==> src/rtl/bskip_pkg.sv <==
package bskip_pkg;
   typedef enum logic [1:0] {
      OPC_OTHER    = 2'b00,
      OPC_SKIP_SET = 2'b01,
      OPC_SKIP_CLR = 2'b10,
      OPC_RSVD     = 2'b11
   } op_class_e;
endpackage

==> src/rtl/bskip_bitsel.sv <==
module bskip_bitsel #(
   parameter int DATA_W     = 8,
   parameter int IDX_W      = 3,
   parameter bit SEL_ONEHOT = 1'b0
) (
   input  logic [DATA_W-1:0] data_i,
   input  logic [IDX_W-1:0]  idx_i,
   output logic              bit_o
);
   generate
      if (SEL_ONEHOT) begin : g_mask
         logic [DATA_W-1:0] mask;
         always_comb begin
            mask = '0;
            mask[idx_i] = 1'b1;
            bit_o = |(data_i & mask);
         end
      end else begin : g_mux
         always_comb bit_o = data_i[idx_i];
      end
   endgenerate
endmodule

==> src/rtl/bskip_cond.sv <==
module bskip_cond
   import bskip_pkg::*;
(
   input  logic [1:0] op_i,
   input  logic       bit_i,
   input  logic       adv_i,
   input  logic       squashed_i,
   output logic       take_o
);
   op_class_e op;
   logic      hit;

   always_comb begin
      op = op_class_e'(op_i);
      unique case (op)
         OPC_SKIP_SET: hit = bit_i;
         OPC_SKIP_CLR: hit = ~bit_i;
         default:      hit = 1'b0;
      endcase
      take_o = adv_i & ~squashed_i & hit;
   end
endmodule

==> src/rtl/bskip_squash.sv <==
module bskip_squash (
   input  logic clk,
   input  logic rst,
   input  logic adv_i,
   input  logic take_i,
   output logic pend_o
);
   always_ff @(posedge clk) begin
      if (rst)         pend_o <= 1'b0;
      else if (take_i) pend_o <= 1'b1;
      else if (adv_i)  pend_o <= 1'b0;
   end
endmodule

==> src/rtl/bit_skip_unit.sv <==
module bit_skip_unit #(
   parameter int DATA_W     = 8,
   parameter int ADDR_W     = 7,
   parameter bit SEL_ONEHOT = 1'b0,
   localparam int IDX_W     = $clog2(DATA_W)
) (
   input  logic              clk,
   input  logic              rst,
   input  logic              adv_i,
   input  logic [1:0]        op_class_i,
   input  logic [ADDR_W-1:0] reg_addr_i,
   input  logic [IDX_W-1:0]  bit_idx_i,
   input  logic [DATA_W-1:0] rd_data_i,
   output logic [ADDR_W-1:0] rd_addr_o,
   output logic              take_o,
   output logic              nop_o
);
   generate
      if (DATA_W < 2 || (DATA_W & (DATA_W - 1)) != 0) begin : g_bad_width
         $error("bit_skip_unit: DATA_W must be a power of two of at least 2");
      end
      if (ADDR_W < 1) begin : g_bad_addr
         $error("bit_skip_unit: ADDR_W must be at least 1");
      end
   endgenerate

   logic sel_bit;

   assign rd_addr_o = reg_addr_i;

   bskip_bitsel #(
      .DATA_W    (DATA_W),
      .IDX_W     (IDX_W),
      .SEL_ONEHOT(SEL_ONEHOT)
   ) u_sel (
      .data_i(rd_data_i),
      .idx_i (bit_idx_i),
      .bit_o (sel_bit)
   );

   bskip_cond u_cond (
      .op_i      (op_class_i),
      .bit_i     (sel_bit),
      .adv_i     (adv_i),
      .squashed_i(nop_o),
      .take_o    (take_o)
   );

   bskip_squash u_sq (
      .clk   (clk),
      .rst   (rst),
      .adv_i (adv_i),
      .take_i(take_o),
      .pend_o(nop_o)
   );
endmodule

==> config.mk <==
export PLATFORM = sky130hd
export DESIGN_NAME = bit_skip_unit
export DESIGN_NICKNAME = d
export VERILOG_FILES = /design/src/rtl/bskip_pkg.sv /design/src/rtl/bskip_bitsel.sv /design/src/rtl/bskip_cond.sv /design/src/rtl/bskip_squash.sv /design/src/rtl/bit_skip_unit.sv
export SDC_FILE = /design/constraint.sdc
export NUM_CORES = 1
export LEC_CHECK = 0
export BUFFER_PORTS_ARGS = -buffer_cell sky130_fd_sc_hd__buf_2
export CAP_MARGIN = 15
export CORE_AREA = 2 2 39 41
export CTS_BUF_LIST = sky130_fd_sc_hd__clkbuf_4
export CTS_CLUSTER_DIAMETER = 100
export CTS_CLUSTER_SIZE = 8
export DETAILED_ROUTE_END_ITERATION = 8
export DIE_AREA = 0 0 41 43
export SLEW_MARGIN = 20
export SYNTH_ARGS = -nofsm -noshare
export SYNTH_HDL_FRONTEND = slang
export SYNTH_SLANG_ARGS = --single-unit
==> constraint.sdc <==
create_clock -name clk -period 1.65 [get_ports clk]
set_clock_uncertainty 0.1 [all_clocks]
set_input_delay 0.165 -clock clk [delete_from_list [all_inputs] [get_ports clk]]
set_output_delay 0.165 -clock clk [all_outputs]
set_load 0.02 [all_outputs]
After elaboration in Yosys (flattened, before gate mapping):

Index checks and enable logic that the tools add are counted.

* register bits after elaboration: 1
* input port bits: 23
* output and inout bits: 9
* logic and storage cells: 14

* order comparisons: 1
* equality and inequality tests: 2
* multiplexer cells: 5
* bitwise operators: 4
* reductions and logical operators: 1

Operators with widths (number)
* < comparator 3 x 4 -> 1 bit (second input constant): 1
* binary-select mux 1 bit (select 3 bit): 1
* two-way mux 1 bit: 3
* AND 1 bit: 2
* == test 2 x 1 -> 1 bit (second input constant): 1
* == test 2 bit (second input constant): 1
* inverter 1 bit: 2
* case mux 1 bit (2 select lines): 1
* nonzero test 2 bit: 1

Longest topological paths before layout:

* word-level depth: 6
* mapped depth: 4
* mapped depth without buffers: 4

Modules after synthesis:

From an unflattened synthesis, not the netlist that was laid out.

* cell total of the unflattened synthesis: 18
* area, all modules: 182.7 um^2

By module, submodules not included
* bskip_bitsel: instances 1, cells each 3, area an instance 63.8 um^2, sequential area each 0.0 um^2
* bit_skip_unit: instances 1, cells each 7, area an instance 52.6 um^2, sequential area each 0.0 um^2
* bskip_squash: instances 1, cells each 4, area an instance 38.8 um^2, sequential area each 20.0 um^2
* bskip_cond: instances 1, cells each 4, area an instance 27.5 um^2, sequential area each 0.0 um^2

Least setup slack after synthesis:

OpenSTA, ideal clock, no wires.

* path kind: input-to-reg
* from: input port bit_idx_i[0]
* to: register u_sq.pend_o
* library setup time: 59 ps
* arrival time: 1524 ps
* required time: 1491 ps
* path slack: -33 ps
* stages: 4
* buffers on the path: 0
* cells stage by stage: mux4_1 -> mux2i_1 -> mux2i_1 -> o21ba_1

* cells in the longest elaborated chain, start to end: 6
* elaborated cells on any way between the ends: 7
* classes of those cells: mux (4); bitwise (2); reduce/logical (1)

RTL lines
* start, declared: line bit_skip_unit.sv:12 `input logic [IDX_W-1:0] bit_idx_i,`
* binary-select mux 1 bit (select 3 bit) *: line bskip_bitsel.sv:19 `always_comb bit_o = data_i[idx_i];`
* two-way mux 1 bit (implied by the code) *: line bskip_bitsel.sv:19
* inverter 1 bit: line bskip_cond.sv:17 `OPC_SKIP_CLR: hit = ~bit_i;`
* case mux 1 bit (2 select lines) *: line bskip_cond.sv:15 `unique case (op)`
* AND 1 bit *: line bskip_cond.sv:20 `take_o = adv_i & ~squashed_i & hit;`
* named net take_o: line bit_skip_unit.sv:15 `output logic take_o,`
* two-way mux 1 bit or nonzero test 2 bit (tied branches)
* end signal, assigned: line bskip_squash.sv:9 `if (rst) pend_o <= 1'b0;`
* end signal, assigned: line bskip_squash.sv:10 `else if (take_i) pend_o <= 1'b1;`
* end signal, assigned: line bskip_squash.sv:11 `else if (adv_i) pend_o <= 1'b0;`
* end, declared: line bskip_squash.sv:6 `output logic pend_o`

Mark *: on every way through the listed nets, which the timed path passes. The rest lies on a longest branch. The select of a mux whose other input is x is not followed.
A chain may end at the register's enable or synchronous reset.

Worst setup path in the final report:

* from: input port bit_idx_i[0]
* to: output port take_o

* cells in the longest elaborated chain, start to end: 5

RTL lines (line)
* binary-select mux 1 bit (select 3 bit) *: bskip_bitsel.sv:19
* two-way mux 1 bit (implied by the code) *: bskip_bitsel.sv:19
* inverter 1 bit: bskip_cond.sv:17
* case mux 1 bit (2 select lines) *: bskip_cond.sv:15
* AND 1 bit *: bskip_cond.sv:20
* end, declared: bit_skip_unit.sv:15

Mark *: on every way between the ends. The rest lies on a longest branch, timed or not. The select of a mux whose other input is x is not followed.

==> impl_metrics.json <==
{
  "run_status": "finished, final reports clean",
  "holdWs_ps": 230,
  "rows": 14,
  "worstSetupPathType": "input port to primary output",
  "fin_cells": 43,
  "nFillCells": 157,
  "antenna_cells": 0,
  "timing.final.crit_share_pct": 98.0,
  "fmax_ghz": 0.618,
  "routed_wl_um": 379,
  "end_kind": "primary output",
  "vias": 162,
  "drt-wirelength-per-cell_um": 8.81,
  "antenna_left": 0,
  "start_util_pct": 13.1,
  "grt_setup_unrepaired": "yes",
  "synth_edf_count": 0,
  "slew_viol_final": 0,
  "first_pass_iters": 1,
  "synthXorXnorAreaFrac_pct": 0,
  "maxSlewHeadroom_pct": 87.4,
  "drive_gt1_share_pct": 77.8,
  "synth_fp_nets": 40,
  "drt_first_iter_violations": 0,
  "hold_path_class": "input port to primary output",
  "synth.most_common_cell": "buf_4",
  "hold_viol_final": 0,
  "nNetsFinal": 52,
  "synth_seq_cells": 1,
  "synthSimpleGateAreaFrac_pct": 14.5,
  "post_cts_buffers": 0,
  "grt_antenna_before_repair": 0,
  "pre_cts_ws_ps": -101,
  "synth_top_family_by_area": "multiplexers",
  "largest_reg_flops": 1,
  "seq_area_um2": 20.0,
  "grt_pass1_vias": 160,
  "fin_ws_ps": 32.2,
  "synth_compound_area_share_pct": 5.52,
  "synthTopCellsByArea": "buf_4 29%, mux4_1 29%, dfxtp_1 11%, mux2i_1 11%, or4bb_1 6.2%",
  "io_pins": 32,
  "maxCapViolCount": 0,
  "synth_cells": 17,
  "synth_common_cells": "7 x buf_4, 2 x mux2i_1, 2 x mux4_1",
  "grt_max_degree": 5,
  "p_per_area_nw_per_um2": 328,
  "synth_cell_types": 9,
  "muxShareOfSynthArea_pct": 40.0,
  "netlist_area_um2": 181,
  "top_register": "u_sq.pend_o",
  "yosysTopAreaCell": "buf_4",
  "gp_congestion": 0.627,
  "grt-ovfl-total": 0,
  "yosysTopAreaCellShare_pct": 29.0,
  "area_growth_pct": 35.9,
  "drc": 0,
  "setup_viol": 0,
  "die_w_um": 41,
  "fin_tns_setup_ps": 0,
  "largestRegisters": "u_sq.pend_o (1)",
  "core-area_um2": 1380,
  "synth-adder-area-share_pct": 0,
  "start_kind": "input port",
  "synthArstFlopShare_pct": 0,
  "syn_area_per_cell_um2": 10.7,
  "tightest_slew_ps": 186,
  "multi_input_area_um2": 109,
  "portBuffers": 17,
  "worstPathMaxFanout": 2,
  "grt_pass1_wl_um": 621,
  "die_area_um2": 1760,
  "synth_warnings": 0,
  "grt_usage_pct": 4.73,
  "clk_latency_ps": 0,
  "placed_cells": 43,
  "worstPathArrival_ps": 1350,
  "post-route-min-period_ps": 1620,
  "cp.required_ps": 1380,
  "ir_drop_mv": 0.112,
  "die_y_um": 43,
  "p_leak_nw": 0.124,
  "vias_per_cell": 3.77,
  "synth-seq-area-share_pct": 11.0,
  "ys.flop_type": "dfxtp_1"
}
## where the power goes
group	switching (W)	total [W]	internal, W
clock	0	0	0
combinational	0.0000190	0.0000537	0.0000347
sequential	0.00000106	0.0000272	0.0000261
total	0.0000201	0.0000809	0.0000608
## path summary, 6_finish.rpt
| check | from | to | slack [ps] | cells after the start |
|---|---|---|---|---|
| worst min register to register | u_sq.pend_o$_SDFFE_PP0P_ | u_sq.pend_o$_SDFFE_PP0P_ | 530 | 2 |
| worst min-delay path | reg_addr_i[0] | rd_addr_o[0] | 230 | 0 |
| worst max register to register | u_sq.pend_o$_SDFFE_PP0P_ | u_sq.pend_o$_SDFFE_PP0P_ | 340 | 3 |
| worst max-delay path | bit_idx_i[0] | take_o | 30 | 5 |
## area by class of cell
cell class	instances	share of cell area (%)
multi-input cells	9	44.2
repair buffers	17	39.6
flip-flops and latches	1	8.12
well taps	16	8.12
## cells in the final DEF, fill, tap and decap left out
master   count
buf_2       15
buf_4        1
buf_8        1
dfxtp_1      1
mux2i_2      2
mux4_2       2
nand3_1      1
nor2_1       1
nor2b_1      1
o21ba_1      1
or4bb_1      1
## per-layer routing
metal	routed length, um	track usage, %	vias up
li1	-	-	76
met1	125	6.17	67
met2	138	6.25	19
met3	115	3.14	0
met4	0	1.33	0
met5	0	0	-
## stage by stage
stage	util [%]	total power, W	cell area [um^2]
floorplan	-	0.0000756	185
global placement	17.2	0.0000728	238
detailed placement	17.2	0.0000737	238
CTS	17.5	0.0000807	243
global route	17.8	0.0000865	246
finish	17.8	0.0000809	246
## cells by family after synthesis
family,Yosys count
and+or+nand+nor,4
buffers and inverters,7
DFF,1
muxes,4
AOI/OAI and AO/OA,1
## worst max-delay path, stage by stage
cell	delay, ps
buf_8	80
mux4_2	490
mux2i_2	200
mux2i_2	250
buf_4	170
## what timing repair did
action	in CTS	in global routing
endpoints found under the setup margin	1	1
hold buffers	0	0
resized for setup	6	1
(Power assumes the default switching activity.)
